<file path="config.mk">
export PLATFORM = sky130hd
export DESIGN_NAME = lbsel_top
export DESIGN_NICKNAME = d
export VERILOG_FILES = /design/src/rtl/lbsel_pkg.sv /design/src/rtl/lbsel_ring_reg.sv /design/src/rtl/lbsel_tap_mux.sv /design/src/rtl/lbsel_top.sv
export SDC_FILE = /design/constraint.sdc
export NUM_CORES = 1
export LEC_CHECK = 0
export BUFFER_PORTS_ARGS = -buffer_cell sky130_fd_sc_hd__buf_2
export CORE_ASPECT_RATIO = 1.1
export CORE_MARGIN = 2
export CORE_UTILIZATION = 28
export CTS_CLUSTER_DIAMETER = 50
export DETAILED_ROUTE_END_ITERATION = 8
export GPL_ROUTABILITY_DRIVEN = 0
export GPL_TIMING_DRIVEN = 0
export HOLD_SLACK_MARGIN = 0.08
export PLACE_DENSITY_LB_ADDON = 0.25
export SETUP_SLACK_MARGIN = 0.15
export SYNTH_ARGS = -nofsm -noshare
export SYNTH_HDL_FRONTEND = slang
export SYNTH_SLANG_ARGS = --single-unit
</file>
<file path="constraint.sdc">
create_clock -name clk -period 1.6 [get_ports clk]
set_clock_uncertainty 0.15 [all_clocks]
set_input_delay 0.08 -clock clk [delete_from_list [all_inputs] [get_ports clk]]
set_output_delay 0.08 -clock clk [all_outputs]
set_load 0.005 [all_outputs]
</file>
<file path="src/rtl/lbsel_pkg.sv">
package lbsel_pkg;

  // Command applied to the code register on a clock edge
  typedef enum logic [1:0] {
    CMD_HOLD  = 2'd0,
    CMD_SHIFT = 2'd1,
    CMD_INIT  = 2'd2
  } lbsel_cmd_e;

endpackage

</file>
<file path="src/rtl/lbsel_ring_reg.sv">
module lbsel_ring_reg
  import lbsel_pkg::*;
#(
  parameter int NUM_BUF = 6,
  parameter int CODE_W  = $clog2(NUM_BUF)
) (
  input  logic                             clk,
  input  logic                             rst_n,
  input  lbsel_cmd_e                       cmd,
  output logic [NUM_BUF-1:0][CODE_W-1:0]   fields_q
);

  logic [NUM_BUF-1:0][CODE_W-1:0] fields_d;
  logic [NUM_BUF-1:0][CODE_W-1:0] start_pat;
  logic                           load_en;

  // Start arrangement: field i holds code i (last field = free buffer)
  always_comb begin
    for (int i = 0; i < NUM_BUF; i++) begin
      start_pat[i] = CODE_W'(i);
    end
  end

  assign load_en = (cmd != CMD_HOLD);

  // Next-state: rotate toward field 0, field 0 wraps into the free field
  always_comb begin
    fields_d = fields_q;
    unique case (cmd)
      CMD_INIT:  fields_d = start_pat;
      CMD_SHIFT: begin
        for (int i = 0; i < NUM_BUF; i++) begin
          fields_d[i] = fields_q[(i + 1) % NUM_BUF];
        end
      end
      default:   fields_d = fields_q;
    endcase
  end

  always_ff @(posedge clk or negedge rst_n) begin
    if (!rst_n) begin
      fields_q <= start_pat;
    end else if (load_en) begin
      fields_q <= fields_d;
    end
  end

endmodule

</file>
<file path="src/rtl/lbsel_tap_mux.sv">
module lbsel_tap_mux #(
  parameter int NUM_BUF = 6,
  parameter int DATA_W  = 8,
  parameter int CODE_W  = $clog2(NUM_BUF)
) (
  input  logic [CODE_W-1:0]         sel,
  input  logic [NUM_BUF*DATA_W-1:0] buf_data,
  output logic [DATA_W-1:0]         tap_out
);

  // One-of-NUM_BUF select; unused code values yield zero
  always_comb begin
    tap_out = '0;
    for (int b = 0; b < NUM_BUF; b++) begin
      if (sel == CODE_W'(b)) begin
        tap_out = buf_data[b*DATA_W +: DATA_W];
      end
    end
  end

endmodule

</file>
<file path="src/rtl/lbsel_top.sv">
module lbsel_top
  import lbsel_pkg::*;
#(
  parameter int NUM_BUF = 6,
  parameter int DATA_W  = 8
) (
  input  logic                              clk,
  input  logic                              rst_n,
  input  logic                              init,
  input  logic                              shift,
  input  logic [NUM_BUF*DATA_W-1:0]         buf_data,
  output logic [(NUM_BUF-1)*DATA_W-1:0]     tap_data,
  output logic [$clog2(NUM_BUF)-1:0]        free_code
);

  localparam int CODE_W   = $clog2(NUM_BUF);
  localparam int NUM_TAPS = NUM_BUF - 1;

  lbsel_cmd_e                     cmd;
  logic [NUM_BUF-1:0][CODE_W-1:0] fields_q;

  // init has priority over shift
  always_comb begin
    if (init)       cmd = CMD_INIT;
    else if (shift) cmd = CMD_SHIFT;
    else            cmd = CMD_HOLD;
  end

  lbsel_ring_reg #(
    .NUM_BUF (NUM_BUF),
    .CODE_W  (CODE_W)
  ) u_ring (
    .clk      (clk),
    .rst_n    (rst_n),
    .cmd      (cmd),
    .fields_q (fields_q)
  );

  for (genvar j = 0; j < NUM_TAPS; j++) begin : g_tap
    lbsel_tap_mux #(
      .NUM_BUF (NUM_BUF),
      .DATA_W  (DATA_W),
      .CODE_W  (CODE_W)
    ) u_mux (
      .sel      (fields_q[j]),
      .buf_data (buf_data),
      .tap_out  (tap_data[j*DATA_W +: DATA_W])
    );
  end

  assign free_code = fields_q[NUM_BUF-1];

endmodule

</file>
==> results.json, run 1 <==
{
  "firstDrtPassIters": 5,
  "clk_latency_ns": 0.25,
  "cts_root_buf": "clkbuf_16",
  "grt_usage": 0.240,
  "critPathLaunchType": "flop",
  "cts_tree": "yes",
  "netlist_instances": 353,
  "max_freq_mhz": 500,
  "syn_area_mm2": 0.00304,
  "cts.sinks": 18,
  "slew_headroom": 0.680,
  "period_share": 1.25,
  "synth-seq-area-share": 0.151,
  "setup_violations": 40,
  "fin_ws_ns": -0.401,
  "std_cell_rows": 39,
  "rsz0062_at_grt": "true",
  "crit_type": "reg -> out",
  "clk_pin_slew_worst_paths_ns": 0.06,
  "largest_register_ffs": 18,
  "cp.required_ns": 1.37,
  "seq_area_um2": 459,
  "io_buffers": 93,
  "dieArea_mm2": 0.0117,
  "grt_pass1_wl_um": 21300,
  "cp.arrival_ns": 1.77,
  "rr_endpoint": "u_ring.fields_q[9]",
  "power_density_mw_per_mm2": 575,
  "violations": "setup timing",
  "viasPerCell": 5.90,
  "synthFlopType": "dfrtp_1",
  "final_cell_mix": "97 x buf_2, 54 x mux2i_1, 22 x buf_4",
  "hold_depth": 3,
  "yosysWarningCount": 0,
  "r2r_start": "u_ring.fields_q[9]",
  "clockBufferDepth": 2,
  "multiInputGateArea_mm2": 0.00259,
  "wl_per_cell_um": 23.2,
  "reg.largest.list": "u_ring.fields_q: 18 flops",
  "grt_util_met1": 0.334,
  "start_util": 0.290,
  "drt-initial-drc-count": 353,
  "drtAntennaViolNets": 0,
  "antenna_found_initial": 0,
  "grt_pass1_vias": 3679,
  "cp-endpoint": "tap_data[29]",
  "synth_fp_nets": 405,
  "area_growth_pct": 55.7,
  "antennaDiodeCount": 0,
  "grt_overflow": 0,
  "rrSetupSlack_ns": 0.07,
  "yosys_register_bits": 18,
  "cap_violations": 0,
  "cts_inserted_buffers": 3,
  "top_register": "u_ring.fields_q",
  "drc": 0,
  "fillers": 1009,
  "critPathCaptureType": "output pin",
  "final_nets": 534,
  "status": "complete, but fails checks",
  "coreArea_mm2": 0.0105,
  "post-route-util": 0.452,
  "tightest_slew_ns": 0.479,
  "finalHoldViolations": 0,
  "use_met3": 0.0198,
  "cp_max_fo": 9,
  "peakVddDrop_v": 0.000857,
  "die_x_um": 103,
  "hold_ws_ns": 0.0934,
  "min_period_ns": 2.00,
  "synth-edff-count": 0,
  "die_y_um": 113,
  "vias": 3680,
  "power.total_mw": 2.72,
  "p_leak_nw": 2.14,
  "reg2reg_depth": 4,
  "wl_um": 14500,
  "critPathLaunch": "u_ring.fields_q[9]",
  "grt.met2_usage": 0.393,
  "hold_path.class": "in -> reg",
  "synth.avg_cell_area_um2": 8.62,
  "ctsHtreeMaxLevel": 1,
  "pre_cts_ws_ns": -0.276,
  "grt_start_max_net_pins": 19,
  "pin_count": 95,
  "top_usage_layer": "met2",
  "final_common_cell": "buf_2",
  "setup_tns_ns": -11.49,
  "report.final.slew_viol_count": 0,
  "drive_gt1_frac": 0.530,
  "synth.distinct_cells": 40,
  "async_flop_share": 1.00,
  "hpwl_um": 9600
}
area by class of cell:
type,instances,share of cell area
buffer,41,0.0948
clock buffer,4,0.0187
inverter,24,0.0201
multi-input combinational,270,0.548
sequential,18,0.0969
tap,143,0.0378
timing repair buffer,124,0.184
Yosys cell counts, types with 6 or more instances:
master    instances  area [µm²]
a211o_1           7        61.3
a211oi_1          7        52.6
a21oi_1          15        75.1
a221oi_1          6        52.6
a22oi_1          17         128
buf_2            18        90.1
buf_4            12        90.1
dfrtp_1          11         275
dfstp_2           7         184
inv_1            23        86.3
mux2_1           22         248
mux2i_1          57         571
nand2_1          10        37.5
nand2b_1          7        43.8
nor2_1           15        56.3
nor2b_1          15        93.8
o211a_1           7        70.1
o21a_1            6        45.0
o21ai_1           6        30.0
o221ai_1          8        70.1
o22ai_1          24         150
cell families after synthesis:
logic type,Yosys count,synth area share
buf+inv,65,0.115
flops,18,0.151
mux,87,0.321
simple gates,53,0.0880
compound gates,130,0.326
worst max-delay path: stages (launching register included):
cell and delay [ns]:
dfstp_2 0.59, buf_8 0.16, mux4_2 0.51, inv_2 0.07
o22ai_2 0.06, buf_2 0.13
report_power, final:
group,total [mW],leakage [nW],switching (mW),internal (mW)
clock,0.558,0.0442,0.177,0.380
combinational,1.65,1.87,0.816,0.833
sequential,0.516,0.221,0.0234,0.493
worst min-delay path by stage:
stage | from | endpoint
after floorplan | rst_n | u_ring.fields_q[0]
after detailed placement | rst_n | u_ring.fields_q[1]
after global routing | shift | u_ring.fields_q[14]
after global placement | rst_n | u_ring.fields_q[1]
after CTS | shift | u_ring.fields_q[3]
final | shift | u_ring.fields_q[17]
through the flow:
step,cells,area (µm²)
6_report,624,4740
5_1_grt,624,4740
4_1_cts,620,4490
3_5_place_dp,589,3690
3_3_place_gp,589,3690
2_1_floorplan,353,3050
timing repair:
action	4_1_cts	5_1_grt
cloned	3	1
gates resized for setup	109	47
pin swaps	26	16
setup endpoints to repair	49	45
hold buffers	2	0
buffers inserted	22	3
endpoints found under the hold margin	19	0
per-layer routing:
layer	up-vias	wire (µm)
met4	0	454
met5	-	0
met3	38	1040
met1	1794	6010
li1	1617	-
met2	231	6950
(Power assumes the default switching activity.)
==> inputs of run 2 (changes only) <==
--- a/config.mk
+++ b/config.mk
@@ -5,6 +5,7 @@
 export SDC_FILE = /design/constraint.sdc
 export NUM_CORES = 1
 export LEC_CHECK = 0
+export ABC_AREA = 1
 export BUFFER_PORTS_ARGS = -buffer_cell sky130_fd_sc_hd__buf_2
 export CORE_ASPECT_RATIO = 1.1
 export CORE_MARGIN = 2
@@ -12,10 +13,11 @@
 export CTS_CLUSTER_DIAMETER = 50
 export DETAILED_ROUTE_END_ITERATION = 8
 export GPL_ROUTABILITY_DRIVEN = 0
-export GPL_TIMING_DRIVEN = 0
+export GPL_TIMING_DRIVEN = 1
 export HOLD_SLACK_MARGIN = 0.08
 export PLACE_DENSITY_LB_ADDON = 0.25
 export SETUP_SLACK_MARGIN = 0.15
+export SLEW_MARGIN = 20
 export SYNTH_ARGS = -nofsm -noshare
 export SYNTH_HDL_FRONTEND = slang
 export SYNTH_SLANG_ARGS = --single-unit
==> results.json, run 2 <==
{
  "reg.largest.list": "u_ring.fields_q: 18 flops",
  "synth_top_cell_by_area": "nand2_1",
  "intPower_mw": 1.27,
  "cts_inserted_buffers": 3,
  "slew_headroom": 0.600,
  "final_nets": 704,
  "netlist.area_leader.share": 0.228,
  "synthFlopType": "dfrtp_1",
  "clk_latency_ns": 0.25,
  "synth_compound_area_frac": 0.0406,
  "report.final.slew_viol_count": 0,
  "cap_violations": 0,
  "pwr-share-clk": 0.173,
  "critPathLaunchType": "flop",
  "final_cell_mix": "149 x nand2_1, 94 x buf_2, 80 x nand4_1",
  "grt_start_max_net_pins": 19,
  "p_leak_nw": 2.12,
  "setup_violations": 40,
  "worstPathCellList": "inv_6 > nor3_4 > buf_6 > nand2_1 > nand4_1 > buf_2",
  "dpl.cell_count": 731,
  "cp.required_ns": 1.37,
  "yosysMostFrequentCell": "nand2_1",
  "synth_xor_xnor_area_share": 0,
  "synth_adder_area_share": 0,
  "fillers": 972,
  "min_period_ns": 1.83,
  "synth_fp_nets": 531,
  "cts.sinks": 18,
  "critPathSlowestCell": "dfstp_2",
  "tightest_slew_ns": 0.599,
  "power_density_mw_per_mm2": 503,
  "final_common_cell": "nand2_1",
  "synth-simple-area-share": 0.696,
  "coreArea_mm2": 0.00926,
  "cpPeakStageDelay_ns": 0.64,
  "peakVddDrop_v": 0.000296,
  "async_flop_share": 1.00,
  "std_cell_rows": 37,
  "power.combinational.fraction": 0.577,
  "synth_mux_area_frac": 0,
  "fin_ws_ns": -0.232,
  "cts_root_buf": "clkbuf_8",
  "grt_usage": 0.257,
  "grt_pass1_wl_um": 21100,
  "ys_top_cells_by_count": "161 x nand2_1, 90 x nor2_1, 80 x nand4_1, 45 x nand3_1, 19 x inv_1",
  "hold_path.class": "in -> async",
  "synth_top_family_by_area": "simple AND/OR/NAND/NOR gates",
  "synth.distinct_cells": 18,
  "largest_register_ffs": 18,
  "netlist_instances": 479,
  "drtAntennaViolNets": 0,
  "yosys_register_bits": 18,
  "synth-seq-area-share": 0.173,
  "drive_gt1_frac": 0.407,
  "pin_count": 95,
  "finalHoldViolations": 0,
  "start_util": 0.286,
  "grt_pass1_vias": 4035,
  "period_share": 1.15,
  "seq_area_um2": 465,
  "synth-edff-count": 0,
  "clockBufferDepth": 2,
  "pre_cts_ws_ns": -0.134,
  "antenna_found_initial": 0,
  "top_register": "u_ring.fields_q",
  "firstDrtPassIters": 5,
  "ctsHtreeMaxLevel": 1,
  "drt-initial-drc-count": 544,
  "drc": 0,
  "violations": "setup timing",
  "critPathCaptureType": "output pin",
  "rsz0062_at_grt": "true",
  "dieArea_mm2": 0.0103,
  "multiInputGateArea_mm2": 0.00211,
  "hpwl_um": 9920,
  "viasPerCell": 5.67,
  "io_buffers": 94,
  "die_y_um": 106,
  "stdcell_count": 768,
  "antennaDiodeCount": 0,
  "power.total_mw": 2.16,
  "power_frac_seq": 0.251,
  "p_sw_frac": 0.415,
  "synth.avg_cell_area_um2": 5.53,
  "status": "complete, but fails checks",
  "wl_um": 13700,
  "yosysWarningCount": 0,
  "cp.arrival_ns": 1.60,
  "synthTopCellsByArea": "nand2_1 23%, nand4_1 19%, nor2_1 13%",
  "cp_max_fo": 5,
  "clk_pin_slew_worst_paths_ns": 0.07,
  "total_switching_power_uw": 898,
  "crit_type": "reg -> out",
  "wl_per_cell_um": 17.9,
  "vias": 4353,
  "max_freq_mhz": 546,
  "die_x_um": 96.7,
  "grt_overflow": 0,
  "cts_tree": "yes",
  "syn_area_mm2": 0.00265,
  "area_growth_pct": 62.4
}
run 2: cell families (layout without fill, tap and decap cells):
family / count (synthesis) / in the layout
compound gates: 18 / 18
buf+inv: 50 / 222
flops: 18 / 18
simple gates: 393 / 393
run 2: final cells by class:
class / count / area share
clock buffers: 4 / 0.0128
inverters: 27 / 0.0294
repair buffers: 191 / 0.324
flip-flops and latches: 18 / 0.108
well taps: 117 / 0.0340
multi-input cells: 411 / 0.492
run 2: metrics by stage:
step / hold slack (ns) / area, µm² / utilization / TNS [ns]
CTS: 0.140 / 4200 / 0.453 / -6.11
floorplan: -0.366 / 2650 / - / 0
global placement: -0.123 / 3660 / 0.395 / -1.01
finish: 0.142 / 4300 / 0.464 / -6.45
detailed placement: -0.113 / 3660 / 0.395 / -1.55
global route: 0.157 / 4300 / 0.464 / -9.39
run 2: power by group through the flow:
stage / Combinational, mW / Clock, mW / Sequential, mW
finish: 1.25 / 0.373 / 0.542
CTS: 1.18 / 0.387 / 0.540
global route: 1.34 / 0.412 / 0.548
global placement: 1.04 / 0 / 0.539
floorplan: 0.489 / 0 / 0.524
detailed placement: 1.04 / 0 / 0.541
run 2: worst paths after layout:
kind                                  endpoint  cells past startpoint                 from  slack [ns]
max                               tap_data[19]                      6   u_ring.fields_q[7]       -0.23
min                        u_ring.fields_q[16]                      2                rst_n        0.14
max reg2reg                 u_ring.fields_q[6]                      4   u_ring.fields_q[9]        0.29
min reg2reg                u_ring.fields_q[15]                      2  u_ring.fields_q[15]        0.36
max in group asynchronous   u_ring.fields_q[3]                      2                rst_n        0.83
min in group clk            u_ring.fields_q[9]                      4                shift        0.15
run 2: worst max-delay path, delay by kind of cell (launching register included):
family        cells  cell delay [ns]
simple gates      3             0.36
flops             1             0.64
buf+inv           3             0.35
run 2: per-layer routing:
layer,share of wire,vias to the layer above,GRT usage
li1,-,1997,-
met1,0.38,2026,0.317
met2,0.47,267,0.445
met3,0.087,63,0.0414
met4,0.055,0,0.107
met5,0,-,0
run 2: what timing repair did:
action                     in CTS  in global routing
pin swaps                      30                 13
setup endpoints to repair      40                 40
hold buffers                    1                  0
setup buffers                  27                  5
resized for setup              72                 22
hold endpoints to repair       18                  0
gates cloned                    0                  0
